==> config.mk <==
export PLATFORM = sky130hd
export DESIGN_NAME = flash_erase_ctrl
export DESIGN_NICKNAME = d
export VERILOG_FILES = /design/src/rtl/flash_seq_pkg.sv /design/src/rtl/flash_wait_timer.sv /design/src/rtl/flash_bus_engine.sv /design/src/rtl/flash_erase_ctrl.sv
export SDC_FILE = /design/constraint.sdc
export NUM_CORES = 1
export LEC_CHECK = 0
export ABC_CLOCK_PERIOD_IN_PS = 4600
export BUFFER_PORTS_ARGS = -buffer_cell sky130_fd_sc_hd__buf_2
export CAP_MARGIN = 20
export CORE_MARGIN = 1
export CORE_UTILIZATION = 60
export DETAILED_ROUTE_END_ITERATION = 6
export PLACE_DENSITY = 0.85
export SETUP_SLACK_MARGIN = 0.1
export SLEW_MARGIN = 0
export SYNTH_ARGS = -nofsm -noshare
export SYNTH_HDL_FRONTEND = slang
export SYNTH_HIERARCHICAL = 1
export SYNTH_SLANG_ARGS = --single-unit
==> constraint.sdc <==
create_clock -name clk -period 4.6 [get_ports clk]
set_clock_uncertainty 0.05 [all_clocks]
set_input_delay 1.38 -clock clk [delete_from_list [all_inputs] [get_ports clk]]
set_output_delay 1.38 -clock clk [all_outputs]
set_load 0.005 [all_outputs]
==> src/rtl/flash_seq_pkg.sv <==
package flash_seq_pkg;

  typedef enum logic {
    OP_WRITE = 1'b0,
    OP_READ  = 1'b1
  } bus_op_e;

  typedef enum logic [2:0] {
    B_IDLE,
    B_WSET,
    B_WLOW,
    B_WREC,
    B_RGAP,
    B_ROE,
    B_REND
  } bus_st_e;

  typedef enum logic [3:0] {
    S_IDLE,
    S_PP_SET,
    S_PP_DAT,
    S_PP_WAIT,
    S_PP_VSET,
    S_PP_VRD,
    S_ER_SET1,
    S_ER_SET2,
    S_ER_WAIT,
    S_EV_SET,
    S_EV_RD
  } seq_st_e;

  localparam logic [7:0] CMD_PROG_SETUP   = 8'h40;
  localparam logic [7:0] CMD_PROG_VERIFY  = 8'hC0;
  localparam logic [7:0] CMD_ERASE        = 8'h20;
  localparam logic [7:0] CMD_ERASE_VERIFY = 8'hA0;
  localparam logic [7:0] BYTE_ZERO        = 8'h00;
  localparam logic [7:0] BYTE_ERASED      = 8'hFF;

endpackage

==> src/rtl/flash_wait_timer.sv <==
module flash_wait_timer #(
  parameter int W = 8
) (
  input  logic         clk,
  input  logic         rst_n,
  input  logic         load,
  input  logic [W-1:0] value,
  output logic         zero
);

  logic [W-1:0] cnt_q;
  logic [W-1:0] cnt_d;

  always_comb begin
    cnt_d = cnt_q;
    if (load) begin
      cnt_d = value;
    end else if (cnt_q != '0) begin
      cnt_d = cnt_q - W'(1);
    end
  end

  always_ff @(posedge clk or negedge rst_n) begin
    if (!rst_n) begin
      cnt_q <= '0;
    end else begin
      cnt_q <= cnt_d;
    end
  end

  assign zero = (cnt_q == '0);

endmodule

==> src/rtl/flash_bus_engine.sv <==
module flash_bus_engine
  import flash_seq_pkg::*;
#(
  parameter int ADDR_W = 17,
  parameter int WE_PW  = 8,
  parameter int GAP    = 750,
  parameter int OE_DLY = 7
) (
  input  logic              clk,
  input  logic              rst_n,
  input  logic              req,
  input  bus_op_e           op,
  input  logic [ADDR_W-1:0] addr_in,
  input  logic [7:0]        data_in,
  output logic              done,
  output logic [7:0]        rd_data,
  output logic [ADDR_W-1:0] fl_addr,
  output logic [7:0]        fl_dq_out,
  output logic              fl_dq_oe,
  input  logic [7:0]        fl_dq_in,
  output logic              fl_ce_n,
  output logic              fl_oe_n,
  output logic              fl_we_n
);

  localparam int TMAX = (GAP > WE_PW) ? ((GAP > OE_DLY) ? GAP : OE_DLY)
                                      : ((WE_PW > OE_DLY) ? WE_PW : OE_DLY);
  localparam int TW   = $clog2(TMAX + 1);

  bus_st_e           st_q, st_d;
  logic [ADDR_W-1:0] addr_q, addr_d;
  logic [7:0]        data_q, data_d;
  logic [7:0]        rd_q, rd_d;
  logic              tld;
  logic [TW-1:0]     tval;
  logic              tzero;

  flash_wait_timer #(.W(TW)) u_tmr (
    .clk   (clk),
    .rst_n (rst_n),
    .load  (tld),
    .value (tval),
    .zero  (tzero)
  );

  always_comb begin
    st_d   = st_q;
    addr_d = addr_q;
    data_d = data_q;
    rd_d   = rd_q;
    tld    = 1'b0;
    tval   = '0;
    unique case (st_q)
      B_IDLE: begin
        if (req) begin
          addr_d = addr_in;
          data_d = data_in;
          if (op == OP_WRITE) begin
            st_d = B_WSET;
          end else begin
            st_d = B_RGAP;
            tld  = 1'b1;
            tval = TW'(GAP - 1);
          end
        end
      end
      B_WSET: begin
        st_d = B_WLOW;
        tld  = 1'b1;
        tval = TW'(WE_PW - 1);
      end
      B_WLOW: if (tzero) st_d = B_WREC;
      B_WREC: st_d = B_IDLE;
      B_RGAP: begin
        if (tzero) begin
          st_d = B_ROE;
          tld  = 1'b1;
          tval = TW'(OE_DLY - 1);
        end
      end
      B_ROE: begin
        if (tzero) begin
          rd_d = fl_dq_in;
          st_d = B_REND;
        end
      end
      B_REND: st_d = B_IDLE;
      default: st_d = B_IDLE;
    endcase
  end

  always_ff @(posedge clk or negedge rst_n) begin
    if (!rst_n) begin
      st_q   <= B_IDLE;
      addr_q <= '0;
      data_q <= '0;
      rd_q   <= '0;
    end else begin
      st_q   <= st_d;
      addr_q <= addr_d;
      data_q <= data_d;
      rd_q   <= rd_d;
    end
  end

  // Strobes are decoded from the registered state only
  assign fl_addr   = addr_q;
  assign fl_dq_out = data_q;
  assign fl_dq_oe  = (st_q == B_WSET) || (st_q == B_WLOW) || (st_q == B_WREC);
  assign fl_ce_n   = (st_q == B_IDLE);
  assign fl_we_n   = (st_q != B_WLOW);
  assign fl_oe_n   = (st_q != B_ROE);
  assign done      = (st_q == B_WREC) || (st_q == B_REND);
  assign rd_data   = rd_q;

endmodule

==> src/rtl/flash_erase_ctrl.sv <==
module flash_erase_ctrl
  import flash_seq_pkg::*;
#(
  parameter int ADDR_W     = 17,
  parameter int WE_PW      = 8,
  parameter int GAP        = 750,
  parameter int OE_DLY     = 7,
  parameter int PROG_CYC   = 1250,
  parameter int ERASE_CYC  = 1250000,
  parameter int PROG_TRIES = 25,
  parameter int MAX_RETRY  = 1000
) (
  input  logic              clk,
  input  logic              rst_n,
  input  logic              start,
  output logic              busy,
  output logic              done,
  output logic              pass,
  output logic              fail,
  output logic [ADDR_W-1:0] fl_addr,
  output logic [7:0]        fl_dq_out,
  output logic              fl_dq_oe,
  input  logic [7:0]        fl_dq_in,
  output logic              fl_ce_n,
  output logic              fl_oe_n,
  output logic              fl_we_n
);

  localparam logic [ADDR_W-1:0] LAST_ADDR = {ADDR_W{1'b1}};
  localparam int PT_W = $clog2(PROG_TRIES + 1);
  localparam int RT_W = $clog2(MAX_RETRY + 1);
  localparam int WMAX = (ERASE_CYC > PROG_CYC) ? ERASE_CYC : PROG_CYC;
  localparam int ST_W = $clog2(WMAX + 1);

  logic [1:0] rst_pipe_q;
  logic       rst_int_n;

  always_ff @(posedge clk or negedge rst_n) begin
    if (!rst_n) begin
      rst_pipe_q <= 2'b00;
    end else begin
      rst_pipe_q <= {rst_pipe_q[0], 1'b1};
    end
  end
  assign rst_int_n = rst_pipe_q[1];

  seq_st_e           state_q, state_d;
  logic [ADDR_W-1:0] addr_q, addr_d;
  logic [PT_W-1:0]   tries_q, tries_d;
  logic [RT_W-1:0]   retries_q, retries_d;
  logic              done_q, done_d, pass_q, pass_d, fail_q, fail_d;
  logic              pend_q, pend_d;
  logic              is_op, req;
  bus_op_e           op;
  logic [7:0]        wdata;
  logic              eng_done;
  logic [7:0]        rd_data;
  logic              tld;
  logic [ST_W-1:0]   tval;
  logic              tzero;

  flash_wait_timer #(.W(ST_W)) u_pulse_tmr (
    .clk   (clk),
    .rst_n (rst_int_n),
    .load  (tld),
    .value (tval),
    .zero  (tzero)
  );

  flash_bus_engine #(
    .ADDR_W (ADDR_W),
    .WE_PW  (WE_PW),
    .GAP    (GAP),
    .OE_DLY (OE_DLY)
  ) u_bus (
    .clk       (clk),
    .rst_n     (rst_int_n),
    .req       (req),
    .op        (op),
    .addr_in   (addr_q),
    .data_in   (wdata),
    .done      (eng_done),
    .rd_data   (rd_data),
    .fl_addr   (fl_addr),
    .fl_dq_out (fl_dq_out),
    .fl_dq_oe  (fl_dq_oe),
    .fl_dq_in  (fl_dq_in),
    .fl_ce_n   (fl_ce_n),
    .fl_oe_n   (fl_oe_n),
    .fl_we_n   (fl_we_n)
  );

  always_comb begin
    state_d   = state_q;
    addr_d    = addr_q;
    tries_d   = tries_q;
    retries_d = retries_q;
    done_d    = done_q;
    pass_d    = pass_q;
    fail_d    = fail_q;
    is_op     = 1'b0;
    op        = OP_WRITE;
    wdata     = BYTE_ZERO;
    tld       = 1'b0;
    tval      = '0;
    unique case (state_q)
      S_IDLE: begin
        // start is looked at only here
        if (start) begin
          state_d   = S_PP_SET;
          addr_d    = '0;
          tries_d   = '0;
          retries_d = '0;
          done_d    = 1'b0;
          pass_d    = 1'b0;
          fail_d    = 1'b0;
        end
      end
      S_PP_SET: begin
        is_op = 1'b1;
        wdata = CMD_PROG_SETUP;
        if (eng_done) state_d = S_PP_DAT;
      end
      S_PP_DAT: begin
        is_op = 1'b1;
        wdata = BYTE_ZERO;
        if (eng_done) begin
          state_d = S_PP_WAIT;
          tld     = 1'b1;
          tval    = ST_W'(PROG_CYC - 1);
        end
      end
      S_PP_WAIT: if (tzero) state_d = S_PP_VSET;
      S_PP_VSET: begin
        is_op = 1'b1;
        wdata = CMD_PROG_VERIFY;
        if (eng_done) state_d = S_PP_VRD;
      end
      S_PP_VRD: begin
        is_op = 1'b1;
        op    = OP_READ;
        if (eng_done) begin
          if (rd_data == BYTE_ZERO) begin
            tries_d = '0;
            if (addr_q == LAST_ADDR) begin
              addr_d  = '0;
              state_d = S_ER_SET1;
            end else begin
              addr_d  = addr_q + ADDR_W'(1);
              state_d = S_PP_SET;
            end
          end else if (tries_q == PT_W'(PROG_TRIES - 1)) begin
            // attempt limit reached on this byte
            state_d = S_IDLE;
            done_d  = 1'b1;
            fail_d  = 1'b1;
          end else begin
            tries_d = tries_q + PT_W'(1);
            state_d = S_PP_SET;
          end
        end
      end
      S_ER_SET1: begin
        is_op = 1'b1;
        wdata = CMD_ERASE;
        if (eng_done) state_d = S_ER_SET2;
      end
      S_ER_SET2: begin
        is_op = 1'b1;
        wdata = CMD_ERASE;
        if (eng_done) begin
          state_d = S_ER_WAIT;
          tld     = 1'b1;
          tval    = ST_W'(ERASE_CYC - 1);
        end
      end
      S_ER_WAIT: if (tzero) state_d = S_EV_SET;
      S_EV_SET: begin
        is_op = 1'b1;
        wdata = CMD_ERASE_VERIFY;
        if (eng_done) state_d = S_EV_RD;
      end
      S_EV_RD: begin
        is_op = 1'b1;
        op    = OP_READ;
        if (eng_done) begin
          if (rd_data == BYTE_ERASED) begin
            if (addr_q == LAST_ADDR) begin
              state_d = S_IDLE;
              done_d  = 1'b1;
              pass_d  = 1'b1;
            end else begin
              addr_d  = addr_q + ADDR_W'(1);
              state_d = S_EV_SET;
            end
          end else if (retries_q == RT_W'(MAX_RETRY)) begin
            // no retries left
            state_d = S_IDLE;
            done_d  = 1'b1;
            fail_d  = 1'b1;
          end else begin
            // re-erase, address kept
            retries_d = retries_q + RT_W'(1);
            state_d   = S_ER_SET1;
          end
        end
      end
      default: state_d = S_IDLE;
    endcase
    req    = is_op && !pend_q;
    pend_d = eng_done ? 1'b0 : (req ? 1'b1 : pend_q);
  end

  always_ff @(posedge clk or negedge rst_int_n) begin
    if (!rst_int_n) begin
      state_q   <= S_IDLE;
      addr_q    <= '0;
      tries_q   <= '0;
      retries_q <= '0;
      done_q    <= 1'b0;
      pass_q    <= 1'b0;
      fail_q    <= 1'b0;
      pend_q    <= 1'b0;
    end else begin
      state_q   <= state_d;
      addr_q    <= addr_d;
      tries_q   <= tries_d;
      retries_q <= retries_d;
      done_q    <= done_d;
      pass_q    <= pass_d;
      fail_q    <= fail_d;
      pend_q    <= pend_d;
    end
  end

  assign busy = (state_q != S_IDLE);
  assign done = done_q;
  assign pass = pass_q;
  assign fail = fail_q;

endmodule

=== After elaboration in Yosys (flattened, before gate mapping) ===
Index checks and enable logic that the tools add are counted.

* Register bits: 109
* Bits of input ports: 11
* Logic and storage cells: 181

* Add/subtract/negate cells: 5
* Eq/ne operators: 49
* Reductions and logical operators: 33
* Multiplexer cells: 79

{| class="wikitable"
|+ Operators with widths
! operator !! count
|-
| $mux 17 || 7
|-
| $mux 10 || 8
|-
| $mux 21 || 3
|-
| $mux 4 || 14
|-
| $pmux 17 s3 || 1
|-
| $pmux 4 s11 || 1
|-
| $pmux 21 s2 || 1
|-
| $ne 2x2->1 const B || 20
|-
| $pmux 8 s4 || 1
|-
| $pmux 10 s3 || 1
|-
| $mux 3 || 8
|-
| $mux 1 || 22
|-
| $logic_not 21->1 || 1
|-
| $reduce_bool 21->1 || 1
|-
| $sub 21x1->21 const B || 1
|-
| $mux 5 || 4
|-
| $pmux 10 s2 || 1
|-
| $add 17x1->17 const B || 1
|-
| $eq 17x17->1 const B || 1
|-
| $eq 4x3->1 const B || 4
|-
| $reduce_and 8->1 || 2
|-
| $pmux 3 s5 || 1
|-
| $eq 4x4->1 const B || 3
|-
| $ne 3x3->1 const B || 4
|-
| other kinds (35) || 55
|}

=== Longest topological paths before layout ===
* Depth after elaboration: 7
* Depth in mapped cells: 13
* Mapped depth without buffers: 11

=== By module ===
Netlist, hierarchy kept.

{| class="wikitable"
|+ By module, submodules not included
! module !! area each (um2) !! instances !! cells each
|-
| flash_erase_ctrl || 2673.8 || 1 || 317
|-
| flash_bus_engine || 1562.7 || 1 || 104
|-
| flash_wait_timer (u_pulse_tmr) || 1212.4 || 1 || 125
|-
| flash_wait_timer (u_bus.u_tmr) || 594.3 || 1 || 67
|}

=== Worst setup path before layout ===
Ideal clock, no wire load.

* Path kind: input -> register
* Start point: input start
* End point: register retries_q[9]
* Arrival time: 2.668 ns
* Library setup time: 0.077 ns
* Stages on the path: 5
* Slack: 1.804 ns
* Path through: nor3b_1 o21ai_1 or4_4 or4_1 a21oi_1

* Longest elaborated chain between the ends: 2

{| class="wikitable"
|+ RTL lines
! what !! RTL line !! source
|-
| from (decl) || flash_erase_ctrl.sv:15 || <nowiki>input logic start,</nowiki>
|-
| $ne 2x2->1 (no source line) || -- ||
|-
| $reduce_and 5->1 (no source line) || -- ||
|-
| to (signal assigned) || flash_erase_ctrl.sv:228 || <nowiki>retries_q <= retries_d;</nowiki>
|-
| to (decl) || flash_erase_ctrl.sv:50 || <nowiki>logic [RT_W-1:0] retries_q, retries_d;</nowiki>
|}

No other way between the ends.
A chain may end at the register's enable or synchronous reset.

=== Worst setup path after layout ===
* Start point: register addr_q[0]
* End point: register addr_q[10]

* Longest elaborated chain between the ends: 5
* Elaborated cells between the ends (all ways): 11

{| class="wikitable"
|+ RTL lines
! what !! RTL line !! source
|-
| from (decl) || flash_erase_ctrl.sv:48 || <nowiki>logic [ADDR_W-1:0] addr_q, addr_d;</nowiki>
|-
| from (signal assigned) || flash_erase_ctrl.sv:226 || <nowiki>addr_q <= addr_d;</nowiki>
|-
| $add 17x1->17 or $eq 17x17->1 (tied branches) || -- ||
|-
| $mux 17 (on tied branches) || flash_erase_ctrl.sv:188, flash_erase_ctrl.sv:145 ||
|-
| $mux 17 (on tied branches) || flash_erase_ctrl.sv:187, flash_erase_ctrl.sv:143 ||
|-
| $mux 17 (on tied branches) || flash_erase_ctrl.sv:186, flash_erase_ctrl.sv:142 ||
|-
| $pmux 17 s3 || flash_erase_ctrl.sv:106 || <nowiki>unique case (state_q)</nowiki>
|}

Parallel ways exist; a longest one is shown, timed or not. The select of a mux whose other input is x is not followed.

==> metrics.md <==
| Metric | Value |
|---|---|
| Result of the run | complete, no violations |
| Initial Util | 61.8% |
| Min cycle time layout | 3.45 ns |
| Detailed-route wire length | 12700 um |
| Layout overhead on the synthesized area | 8.39% |
| Primary flip-flop cell chosen by synthesis mapping | dfrtp_1 |
| Post-synth EDFFs | 0 |
| Overall routing resource usage | 25.9% |
| Number of antenna violations at the first check in global routing | 0 |
| Number of buffers created by CTS | 9 |
| Worst Setup Path Type | reg2reg |
| Data arrival time of the critical path | 3.66 ns |
| Cell with the largest stage delay on the worst path | nor4_1 |
| HPWL Detailed | 8720 um |
| Seq cells post-synth | 109 |
| Leakage Power | 2.92 nW |
| Sort of element at the start of the critical path | register |
| Library cells used by synthesis | 70 |
| Buffers from clock root to sink, at most | 2 |
| Number of I/O port buffers | 43 |
| Max-cap violation count | 0 |
| Mean instance size in the synthesized netlist | 9.86 um^2 |
| Max rail drop VDD | 0.000267 V |
| Hold Path Cell Cnt | 0 |
| Post-route standard cell area excluding fillers | 6550 um^2 |
| Post CTS Setup Buffer Count | 0 |
| Number of levels in the clock H-tree | 3 |
| Commonest non-fill, non-tap cells in the layout | dfrtp_1, nand2_1, o21ai_0 |
| Vias post-DR | 4876 |
| Count of pins over their slew limit | 0 |
| Overall die width | 102 um |
| Maximum number of pins on one net before global-route repair | 60 |
| Worst hold-check path type | reg2reg |
| Final number of setup-violating endpoints | 0 |
| Die height | 102 um |
| RSZ-0062 raised after global routing | false |
| Fraction of synthesis flops using an asynchronous set or reset pin | 100% |
| Avg Vias per Cell | 6.13 |
| CTS tree | built |
| Placeable Area | 9770 um^2 |
| Count of endpoints failing hold in the final timing report | 0 |
| Worst-path fanout max | 21 |
| Worst path max stage delay | 0.60 ns |
| Final net count | 678 |
| Die ar. | 10500 um^2 |
| Sequential cell area fraction in the yosys report | 45.1% |
| Number of cells upsized or downsized after cts | 0 |
| Netlist Area Pre-Place | 6040 um^2 |
| Setup_tns | 0 ns |
| Remaining DRCs | 0 |
| Clock root buffer master | clkbuf_8 |
| Most frequent standard cell in the layout excluding fill and tap cells | dfrtp_1 |
| GRT overflow | 0 |
| Floorplan row count | 36 |
| CTS hold repair buffers | 0 |
| Critical path data required time | 4.80 ns |
| Syn. warnings | 6 |
| CTS sink cnt | 109 |
| Total power per unit cell area | 402 nW/um^2 |
| Cell Chain, Critical Path | ha_1 > nand3_1 > nor4_1 > nand3_1 > nor2_1 > ha_1 > o31ai_1 > nand4_1 > buf_4 > nand2b_1 > o21ai_0 |
| Global-route wire length before repair | 21100 um |
| Number of global-route vias before repair | 4619 |
| Max Clock Freq | 289 MHz |
| Transition time of the tightest slew-check pin | 0.773 ns |
| Average wire per cell in the routed design | 16.0 um |
| Pre-antenna DRT Iters | 5 |
| Cell count after synthesis | 613 |
| Final cycle utilization of the critical path | 75.1% |
| Worst max-slew margin expressed relative to the limit | 48.5% |
| Worst Hold Margin | 0.320 ns |
| Count of antenna diodes in the layout | 0 |
| Final Wtd Congestion | 0.935 |
| Number of routed nets with antenna violations | 0 |
| Clock transition at the register clock pins on the worst setup and hold paths after CTS | 0.12 ns |
| Setup crit end kind | register |
| Iteration-0 DRC count of the detailed router | 305 |
| Post-placement cell area | 6360 um^2 |
| Clock latency on the worst-skew pair | 0.39 ns |
| Number of I/O pins | 44 |
| Worst reg-to-reg path cell count | 11 |
| Layout cells sized above 1 | 17.5% |
==> worst paths after layout <==
kind | from | to | slack [ns]
max in group asynchronous | rst_pipe_q[1] | u_bus/fl_dq_out[0] | 3.00
worst min-delay path | rst_pipe_q[0] | rst_pipe_q[1] | 0.32
worst min register to register | rst_pipe_q[0] | rst_pipe_q[1] | 0.32
worst max-delay path | addr_q[0] | addr_q[10] | 1.15
worst max register to register | addr_q[0] | addr_q[10] | 1.15
min in group asynchronous | rst_pipe_q[1] | u_bus/rd_data[5] | 0.35
==> metal layers <==
layer,part of all wire [%],GRT usage [%]
met5,0,0
met4,1.8,9.89
met3,4.9,6.02
met2,49,42.4
met1,45,33.7
==> synthesized netlist by cell type (all sizes together), types with 2 or more instances <==
cell / number / area [um^2]
mux2: 37 / 484
a31oi: 10 / 62.6
nor4b: 2 / 32.5
nor3b: 3 / 27.5
nand4: 11 / 68.8
nor3: 19 / 105
and3: 7 / 43.8
nand2: 50 / 188
nand3: 21 / 105
clkbuf: 14 / 52.6
inv: 24 / 90.1
nor4: 12 / 103
nand2b: 14 / 87.6
buf: 14 / 103
a22o: 8 / 70.1
nand4bb: 2 / 22.5
xor2: 11 / 96.3
a21oi: 22 / 110
o41ai: 4 / 35.0
and2: 8 / 50.1
o221ai: 2 / 17.5
nand4b: 3 / 26.3
xnor2: 11 / 96.3
o211ai: 3 / 22.5
o21ai: 52 / 260
or2: 3 / 18.8
or4: 8 / 63.8
o31ai: 23 / 173
mux2i: 7 / 70.1
nor2: 46 / 178
conb: 3 / 11.3
dfrtp: 109 / 2730
or3: 4 / 30.0
nor2b: 6 / 37.5
ha: 10 / 125
o21a: 6 / 45.0
a211oi: 6 / 45.0
==> registers in the layout (all words and copies together) (netlist names) <==
register,cells
u_bus/u_tmr/cnt_q,10
fail,1
pass,1
state_q,4
u_bus/fl_dq_out,8
u_bus/fl_addr,17
rst_pipe_q,2
u_pulse_tmr/cnt_q,21
done,1
pend_q,1
tries_q,5
retries_q,10
u_bus/rd_data,8
u_bus/st_q,3
addr_q,17
==> cell families (layout without fill, tap and decap cells) <==
group                    Yosys count  count (layout)  synth area share (%)
AND/OR/NAND/NOR                  225             225                  20.6
AO/OA/AOI/OAI                    146             146                  15.3
flip-flops                       109             109                  45.1
buffers and inverters             53              89                  4.12
multiplexers                      44              44                  9.17
XOR/XNOR                          22              22                  3.19
adder cells (fa/ha/maj)           11              11                  2.24
other                              3              16                 0.186
==> layout make-up <==
cell class / count / area (um^2)
clock inverters: 5 / 48.8
inverters: 25 / 93.8
well taps: 133 / 166
fillers: 748 / 3220
clock buffers: 11 / 141
flip-flops and latches: 109 / 2730
repair buffers: 48 / 253
multi-input cells: 464 / 3120
==> per-stage QoR <==
step,setup WS (ns),utilization (%),power (W),std cells
after floorplan,1.29,-,0.00188,626
after global placement,1.45,65.1,0.00202,779
after detailed placement,1.26,65.1,0.00206,779
after CTS,1.25,67.0,0.00264,795
after global routing,0.882,67.0,0.00281,795
final,1.15,67.0,0.00264,795
==> power by group <==
| part | internal (W) | total, W | switching, W | leakage (nW) |
|---|---|---|---|---|
| logic | 0.000358 | 0.000772 | 0.000414 | 1.39 |
| registers | 0.00110 | 0.00129 | 0.000187 | 1.43 |
| clock network | 0.000225 | 0.000574 | 0.000349 | 0.0984 |
| total | 0.00168 | 0.00264 | 0.000950 | 2.92 |
==> worst max-delay path: cells and delay by family, from the launching register on <==
kind	cells	cell delay [ns]
fa+ha+maj	2	0.49
simple gates	6	1.77
buf+inv	1	0.23
flops	1	0.46
compound gates	2	0.31
Power figures use the tool's default switching activity.
